`src/rtl/rice_pkg.sv`:
```
package rice_pkg;
  typedef enum logic [2:0] {
    ST_ACC,
    ST_SEL,
    ST_BITS,
    ST_FETCH,
    ST_LOAD,
    ST_PAD
  } enc_state_t;

  localparam int         ID_W    = 3;
  localparam logic [2:0] ID_ZERO = 3'b000;
  localparam logic [2:0] ID_RAW  = 3'b111;
endpackage

```
`src/rtl/rice_len_acc.sv`:
```
module rice_len_acc #(
  parameter int W  = 8,
  parameter int NK = 6,
  parameter int LW = 14
) (
  input  logic                   clk,
  input  logic                   rst,
  input  logic                   clr,
  input  logic                   en,
  input  logic [W-1:0]           d,
  output logic [NK-1:0][LW-1:0]  lens,
  output logic                   all_zero
);
  // one running length per split parameter, all updated in the same cycle
  for (genvar k = 0; k < NK; k++) begin : g_len
    always_ff @(posedge clk) begin
      if (rst || clr)
        lens[k] <= '0;
      else if (en)
        lens[k] <= lens[k] + LW'(d >> k) + LW'(k + 1);
    end
  end

  always_ff @(posedge clk) begin
    if (rst || clr)
      all_zero <= 1'b1;
    else if (en)
      all_zero <= all_zero & (d == '0);
  end
endmodule

```
`src/rtl/rice_select.sv`:
```
module rice_select import rice_pkg::*; #(
  parameter int NK = 6,
  parameter int LW = 14
) (
  input  logic [NK-1:0][LW-1:0] lens,
  input  logic                  all_zero,
  input  logic [LW-1:0]         raw_len,
  output logic [ID_W-1:0]       id
);
  logic [LW-1:0] best;
  int            best_k;

  always_comb begin
    best   = lens[0];
    best_k = 0;
    for (int k = 1; k < NK; k++) begin
      if (lens[k] < best) begin
        best   = lens[k];
        best_k = k;
      end
    end
    if (all_zero)
      id = ID_ZERO;
    else if (raw_len < best)
      id = ID_RAW;
    else
      id = ID_W'(best_k + 1);
  end
endmodule

```
`src/rtl/rice_bit_packer.sv`:
```
module rice_bit_packer (
  input  logic       clk,
  input  logic       rst,
  input  logic       bit_en,
  input  logic       bit_val,
  output logic [7:0] byte_o,
  output logic       valid_o,
  output logic       aligned
);
  logic [6:0] sh;
  logic [2:0] cnt;

  assign aligned = (cnt == 3'd0);

  always_ff @(posedge clk) begin
    if (rst) begin
      sh      <= '0;
      cnt     <= '0;
      byte_o  <= '0;
      valid_o <= 1'b0;
    end else begin
      valid_o <= 1'b0;
      if (bit_en) begin
        if (cnt == 3'd7) begin
          byte_o  <= {sh, bit_val};
          valid_o <= 1'b1;
          cnt     <= '0;
        end else begin
          sh  <= {sh[5:0], bit_val};
          cnt <= cnt + 3'd1;
        end
      end
    end
  end
endmodule

```
`src/rtl/rice_block_enc.sv`:
```
module rice_block_enc import rice_pkg::*; #(
  parameter int W          = 8,
  parameter int J          = 16,
  parameter int SEG_BLOCKS = 64,
  parameter int REF_DEF    = 32,
  parameter int IW         = 8
) (
  input  logic          clk,
  input  logic          rst,
  input  logic [W-1:0]  in_data,
  input  logic          in_valid,
  output logic          in_ready,
  input  logic          ld_interval,
  input  logic [IW-1:0] interval_val,
  output logic [7:0]    out_byte,
  output logic          out_valid
);
  localparam int JW  = $clog2(J);
  localparam int NK  = W - 2;
  localparam int LW  = $clog2(J * ((1 << W) + W)) + 1;
  localparam int NLW = $clog2(W + 1);
  localparam int SW  = (SEG_BLOCKS > 1) ? $clog2(SEG_BLOCKS) : 1;

  enc_state_t     state;
  logic [W-1:0]   mem [J];
  logic [W-1:0]   rd_data;
  logic [JW-1:0]  wr_idx, idx;
  logic [ID_W-1:0] opt, sel_id, kk;
  logic [W-1:0]   cur, zcnt;
  logic [NLW-1:0] nlow, nsel;
  logic           need_one, is_id;
  logic [IW-1:0]  ref_cnt, ref_int;
  logic [SW-1:0]  seg_cnt;

  logic accept, blk_ref, seg_last, aligned, bit_en, bit_val, item_done, go_pad, raw_item, pad_busy;
  logic [JW:0]    next_i;
  logic [LW-1:0]  raw_len;
  logic [NK-1:0][LW-1:0] lens;
  logic           all_zero;

  assign in_ready = (state == ST_ACC);
  assign accept   = in_valid && in_ready;
  assign blk_ref  = (ref_cnt == '0);
  assign seg_last = (seg_cnt == SW'(SEG_BLOCKS - 1));
  assign raw_len  = blk_ref ? LW'(W * (J - 1)) : LW'(W * J);
  assign kk       = opt - 3'd1;
  assign nsel     = nlow - 1'b1;
  assign next_i   = is_id ? '0 : ({1'b0, idx} + 1'b1);
  assign go_pad   = (next_i == (JW+1)'(J)) || ((opt == ID_ZERO) && !(blk_ref && next_i == '0));
  assign raw_item = (blk_ref && idx == '0) || (opt == ID_RAW);
  assign pad_busy = seg_last && !aligned;

  // block buffer: written while accepting, read one item at a time while emitting
  always_ff @(posedge clk) begin
    if (accept) mem[wr_idx] <= in_data;
    rd_data <= mem[idx];
  end

  rice_len_acc #(.W(W), .NK(NK), .LW(LW)) u_len (
    .clk(clk), .rst(rst), .clr(state == ST_SEL),
    .en(accept && !(blk_ref && wr_idx == '0)),
    .d(in_data), .lens(lens), .all_zero(all_zero)
  );

  rice_select #(.NK(NK), .LW(LW)) u_sel (
    .lens(lens), .all_zero(all_zero), .raw_len(raw_len), .id(sel_id)
  );

  // bit source: zeros of the unary part, the terminating one, then low bits
  always_comb begin
    bit_en    = 1'b0;
    bit_val   = 1'b0;
    item_done = 1'b0;
    if (state == ST_BITS) begin
      if (zcnt != '0)
        bit_en = 1'b1;
      else if (need_one) begin
        bit_en  = 1'b1;
        bit_val = 1'b1;
      end else if (nlow != '0) begin
        bit_en  = 1'b1;
        bit_val = cur[nsel];
      end else
        item_done = 1'b1;
    end else if (state == ST_PAD) begin
      bit_en = pad_busy;
    end
  end

  rice_bit_packer u_pack (
    .clk(clk), .rst(rst), .bit_en(bit_en), .bit_val(bit_val),
    .byte_o(out_byte), .valid_o(out_valid), .aligned(aligned)
  );

  always_ff @(posedge clk) begin
    if (rst) begin
      state    <= ST_ACC;
      wr_idx   <= '0;
      idx      <= '0;
      opt      <= '0;
      cur      <= '0;
      zcnt     <= '0;
      nlow     <= '0;
      need_one <= 1'b0;
      is_id    <= 1'b0;
      ref_cnt  <= '0;
      seg_cnt  <= '0;
      ref_int  <= IW'(REF_DEF);
    end else begin
      if (ld_interval)
        ref_int <= (interval_val == '0) ? IW'(1) : interval_val;
      case (state)
        ST_ACC: if (accept) begin
          if (wr_idx == JW'(J - 1)) begin
            wr_idx <= '0;
            state  <= ST_SEL;
          end else
            wr_idx <= wr_idx + 1'b1;
        end
        ST_SEL: begin
          opt      <= sel_id;
          cur      <= W'(sel_id);
          nlow     <= NLW'(ID_W);
          zcnt     <= '0;
          need_one <= 1'b0;
          is_id    <= 1'b1;
          state    <= ST_BITS;
        end
        ST_BITS: begin
          if (zcnt != '0)
            zcnt <= zcnt - 1'b1;
          else if (need_one)
            need_one <= 1'b0;
          else if (nlow != '0)
            nlow <= nlow - 1'b1;
          else if (go_pad)
            state <= ST_PAD;
          else begin
            idx   <= next_i[JW-1:0];
            state <= ST_FETCH;
          end
        end
        ST_FETCH: state <= ST_LOAD;
        ST_LOAD: begin
          cur   <= rd_data;
          is_id <= 1'b0;
          if (raw_item) begin
            zcnt     <= '0;
            need_one <= 1'b0;
            nlow     <= NLW'(W);
          end else begin
            zcnt     <= rd_data >> kk;
            need_one <= 1'b1;
            nlow     <= NLW'(kk);
          end
          state <= ST_BITS;
        end
        ST_PAD: if (!pad_busy) begin
          if (seg_last) begin
            seg_cnt <= '0;
            ref_cnt <= '0;
          end else begin
            seg_cnt <= seg_cnt + 1'b1;
            ref_cnt <= (({1'b0, ref_cnt} + 1'b1) >= {1'b0, ref_int}) ? '0 : ref_cnt + 1'b1;
          end
          state <= ST_ACC;
        end
        default: state <= ST_ACC;
      endcase
    end
  end
endmodule

```
`config.mk`:
```
export PLATFORM = sky130hd
export DESIGN_NAME = rice_block_enc
export DESIGN_NICKNAME = d
export VERILOG_FILES = /design/src/rtl/rice_pkg.sv /design/src/rtl/rice_len_acc.sv /design/src/rtl/rice_select.sv /design/src/rtl/rice_bit_packer.sv /design/src/rtl/rice_block_enc.sv
export SDC_FILE = /design/constraint.sdc
export NUM_CORES = 1
export LEC_CHECK = 0
export BUFFER_PORTS_ARGS = -buffer_cell sky130_fd_sc_hd__buf_2
export CAP_MARGIN = 20
export CORE_ASPECT_RATIO = 0.75
export CORE_UTILIZATION = 50
export CTS_BUF_LIST = sky130_fd_sc_hd__clkbuf_2 sky130_fd_sc_hd__clkbuf_4 sky130_fd_sc_hd__clkbuf_8
export DETAILED_ROUTE_END_ITERATION = 8
export PLACE_DENSITY = 0.66
export SYNTH_ARGS = -nofsm -noshare
export SYNTH_HDL_FRONTEND = slang
export SYNTH_SLANG_ARGS = --single-unit
```
`constraint.sdc`:
```
create_clock -name clk -period 27.8 [get_ports clk]
set_input_delay 1.39 -clock clk [delete_from_list [all_inputs] [get_ports clk]]
set_output_delay 1.39 -clock clk [all_outputs]
set_load 0.1 [all_outputs]
```
==> results.cfg <==
[clock_tree]
clock_tree_from_tritoncts = done
numClockSinks = 298
clk_path_buf_depth = 3
path_clk_slew_ps = 60
ctsHtreeMaxLevel = 2
ctsRootBufferMaster = sky130_fd_sc_hd__clkbuf_8
insertion_delay_ps = 600
post_cts.repair.setup_buffers = 0
cts_hold_buf = 0
ctsResizeCount = 0
total_cts_buffers = 46

[timing]
timing.setup.tns_ps = 0
timing.final.setup_violations = 0
timing_max_transition_violations_final = 0
layout_min_cycle_time_ps = 13510
tightestPinTransition_ps = 1010
report.final.hold_viol_count = 0
period_share_pct = 48.6
rsz0062_at_grt = no
final.setup_skew_ps = 26.5
slew-limit-headroom_pct = 32.9
achievable-frequency_mhz = 74.0

[critical_path]
worst_path_dominant_cell_family = compound AO/OA/AOI/OAI gates
critPathMaxFanout = 24
critPathLaunchType = flop
critical_path.max_stage_delay_ps = 710
critPathBufInv = 5
worstPathRequired_ps = 28300
crit_slowest_cell = sky130_fd_sc_hd__o41ai_4
worst-endpoint-arrival_ps = 14010
critPathCaptureType = flop
criticalPathCategory = reg -> reg
regToRegSetupSlack_ps = 14290

[layout]
final_core_util_pct = 56.2
drive_above_1_share_pct = 11.7
fin_nets = 1881
stdcell_count = 2185
area_delta_synth_final_pct = 9.63
insertedDiodeCount = 0

[logic_synthesis]
asyncSetResetFlopFracSynth_pct = 0
yosys_most_used_dff = sky130_fd_sc_hd__dfxtp_1
mappedNetlistArea_um2 = 16800
yosysWarningCount = 0
synth.net_count = 1854
synth_top_cells_by_area = sky130_fd_sc_hd__edfxtp_1 (23%), sky130_fd_sc_hd__dfxtp_1 (20%), sky130_fd_sc_hd__ha_1 (11%), sky130_fd_sc_hd__mux4_2 (5.9%), sky130_fd_sc_hd__nor2_1 (4.0%)
synth.top_cell.area_share_pct = 22.9
synth_cell_types = 78
synth_enable_flop_cells = 128
postSynthRegisterBits = 298
ys_seq_area_share_pct = 43.2
synth.largest_area_cell = sky130_fd_sc_hd__edfxtp_1
syn-mean-instance-area_um2 = 10.0
syn-instance-count = 1679

[routing]
post-route-drc-count = 0
detailroute.via_count = 12300
1st_pass_router_iterations = 5
avgViaCountPerCell = 5.63
routedWlPerCell_um = 17.1
first_iter_violations = 1064
aggregate_routed_wire_length_mm = 37.4
drt.antenna.violating_nets = 0

[global_route]
gr-total-overflow = 0
grt_start_max_net_pins = 89
grt_pass1_wl_mm = 60.7
grt_use_total_pct = 22.2
antenna_found_initial = 0
vias_in_the_first_global_route = 11800

[pwr]
power.ir.vdd_worst_v = 0.0000394
p_per_area_nw_per_um2 = 71.1
total_power_uw = 1310
power.static_leakage_uw = 0.00732

[floorplan]
dieArea_um2 = 34300
die_width_um = 214
i_o_pins = 30
initial_utilization_pct = 51.3
core_region_area_um2 = 32700
die_height_um = 161
placement_rows = 57

[place]
numPlacedInstances = 2098
port-buffer-count = 29
gp_routability_congestion = 0.870
place_hpwl_mm = 25.9

[flow_run]
max-cap-violations = 0

[worst_hold_path]
worstHoldPathType = reg -> reg

[status]
run_status = complete, no violations
## registers in the layout (all words and copies together) (netlist names)
register,count
u_pack.valid_o,1
is_id,1
u_len.lens,84
nlow,4
u_pack.byte_o,8
seg_cnt,6
ref_int,8
opt,3
ref_cnt,8
rd_data,8
u_pack.sh,7
u_len.all_zero,1
state,3
wr_idx,4
zcnt,8
u_pack.cnt,3
need_one,1
cur,8
mem,128
idx,4
## Yosys cell counts (5+ instances only)
cell,number
sky130_fd_sc_hd__a211oi_1,16
sky130_fd_sc_hd__a21o_1,35
sky130_fd_sc_hd__a21oi_1,132
sky130_fd_sc_hd__a22oi_1,17
sky130_fd_sc_hd__and2_1,19
sky130_fd_sc_hd__and3_1,28
sky130_fd_sc_hd__clkbuf_1,58
sky130_fd_sc_hd__dfxtp_1,170
sky130_fd_sc_hd__edfxtp_1,128
sky130_fd_sc_hd__fa_1,6
sky130_fd_sc_hd__ha_1,149
sky130_fd_sc_hd__inv_1,105
sky130_fd_sc_hd__mux2i_1,30
sky130_fd_sc_hd__mux4_2,44
sky130_fd_sc_hd__nand2_1,144
sky130_fd_sc_hd__nand2b_1,22
sky130_fd_sc_hd__nand3_1,48
sky130_fd_sc_hd__nand3b_1,5
sky130_fd_sc_hd__nand4_1,16
sky130_fd_sc_hd__nor2_1,178
sky130_fd_sc_hd__nor2b_1,24
sky130_fd_sc_hd__nor3_1,20
sky130_fd_sc_hd__nor4_1,10
sky130_fd_sc_hd__o211a_1,5
sky130_fd_sc_hd__o211ai_1,14
sky130_fd_sc_hd__o21ai_0,67
sky130_fd_sc_hd__o221ai_1,8
sky130_fd_sc_hd__o22ai_1,10
sky130_fd_sc_hd__or3_1,7
sky130_fd_sc_hd__xnor2_1,43
sky130_fd_sc_hd__xor2_1,43
## worst reg2reg max path, delay by kind of cell, from the launching register on
family	cells	cell delay [ps]
AND/OR/NAND/NOR	14	1590
adder cells (fa/ha/maj)	6	1800
flip-flops	1	380
multiplexers	2	670
buffers and inverters	5	760
AO/OA/AOI/OAI	38	8220
## worst paths after layout
check | start | endpoint | cells after the start
min reg2reg | u_pack.byte_o[3]$_SDFFE_PP0P_ | u_pack.byte_o[3]$_SDFFE_PP0P_ | 2
max | u_len.lens[9]$_SDFFE_PP0P_ | opt[1]$_SDFFE_PP0P_ | 65
max reg2reg | u_len.lens[9]$_SDFFE_PP0P_ | opt[1]$_SDFFE_PP0P_ | 65
min | u_pack.byte_o[3]$_SDFFE_PP0P_ | u_pack.byte_o[3]$_SDFFE_PP0P_ | 2
## per-layer routing
metal,GRT usage (%),routed length [um]
met1,33.2,18600
met2,33.3,16100
met3,4.05,2140
met4,5.16,541
met5,0,0
## power breakdown
part	switching (uW)	total (uW)	internal, uW
registers	13.6	481	468
logic	264	435	170
clock network	178	393	215
total	456	1310	853
## cell type report
class                           count  area, um2
Sequential cell                   298       7250
Clock inverter                      5       53.8
Clock buffer                       80        945
Fill cell                        2809      14300
Timing Repair Buffer               41        250
Tap cell                          442        553
Inverter                          105        394
Multi-Input combinational cell   1214       8970
## layout by cell type (no fill, tap or decap), types with 44 or more instances in the layout
master                     instances
sky130_fd_sc_hd__inv_1           105
sky130_fd_sc_hd__nand2_1         144
sky130_fd_sc_hd__nand3_1          48
sky130_fd_sc_hd__dfxtp_1         169
sky130_fd_sc_hd__ha_1            149
sky130_fd_sc_hd__edfxtp_1        128
sky130_fd_sc_hd__clkbuf_8         55
sky130_fd_sc_hd__a21oi_1         132
sky130_fd_sc_hd__mux4_2           44
sky130_fd_sc_hd__nor2_1          178
sky130_fd_sc_hd__o21ai_0          67
## kinds of logic after synthesis
family / share of synthesized area (%)
adder cells (fa/ha/maj): 11.8
AO/OA/AOI/OAI: 13.8
multiplexers: 7.96
buffers and inverters: 3.77
AND/OR/NAND/NOR: 15.0
XOR/XNOR: 4.49
flip-flops: 43.2
## per-stage QoR
step                      setup WS [ps]  instance area, um2  hold WS [ps]
after floorplan                   14870               16800           443
after global placement            14290               17400           443
after detailed placement          13940               17400           445
after CTS                         13870               18400           453
after global routing              13080               18400           476
final                             14290               18400           451
Note: power is estimated with default switching activity, not from simulation.
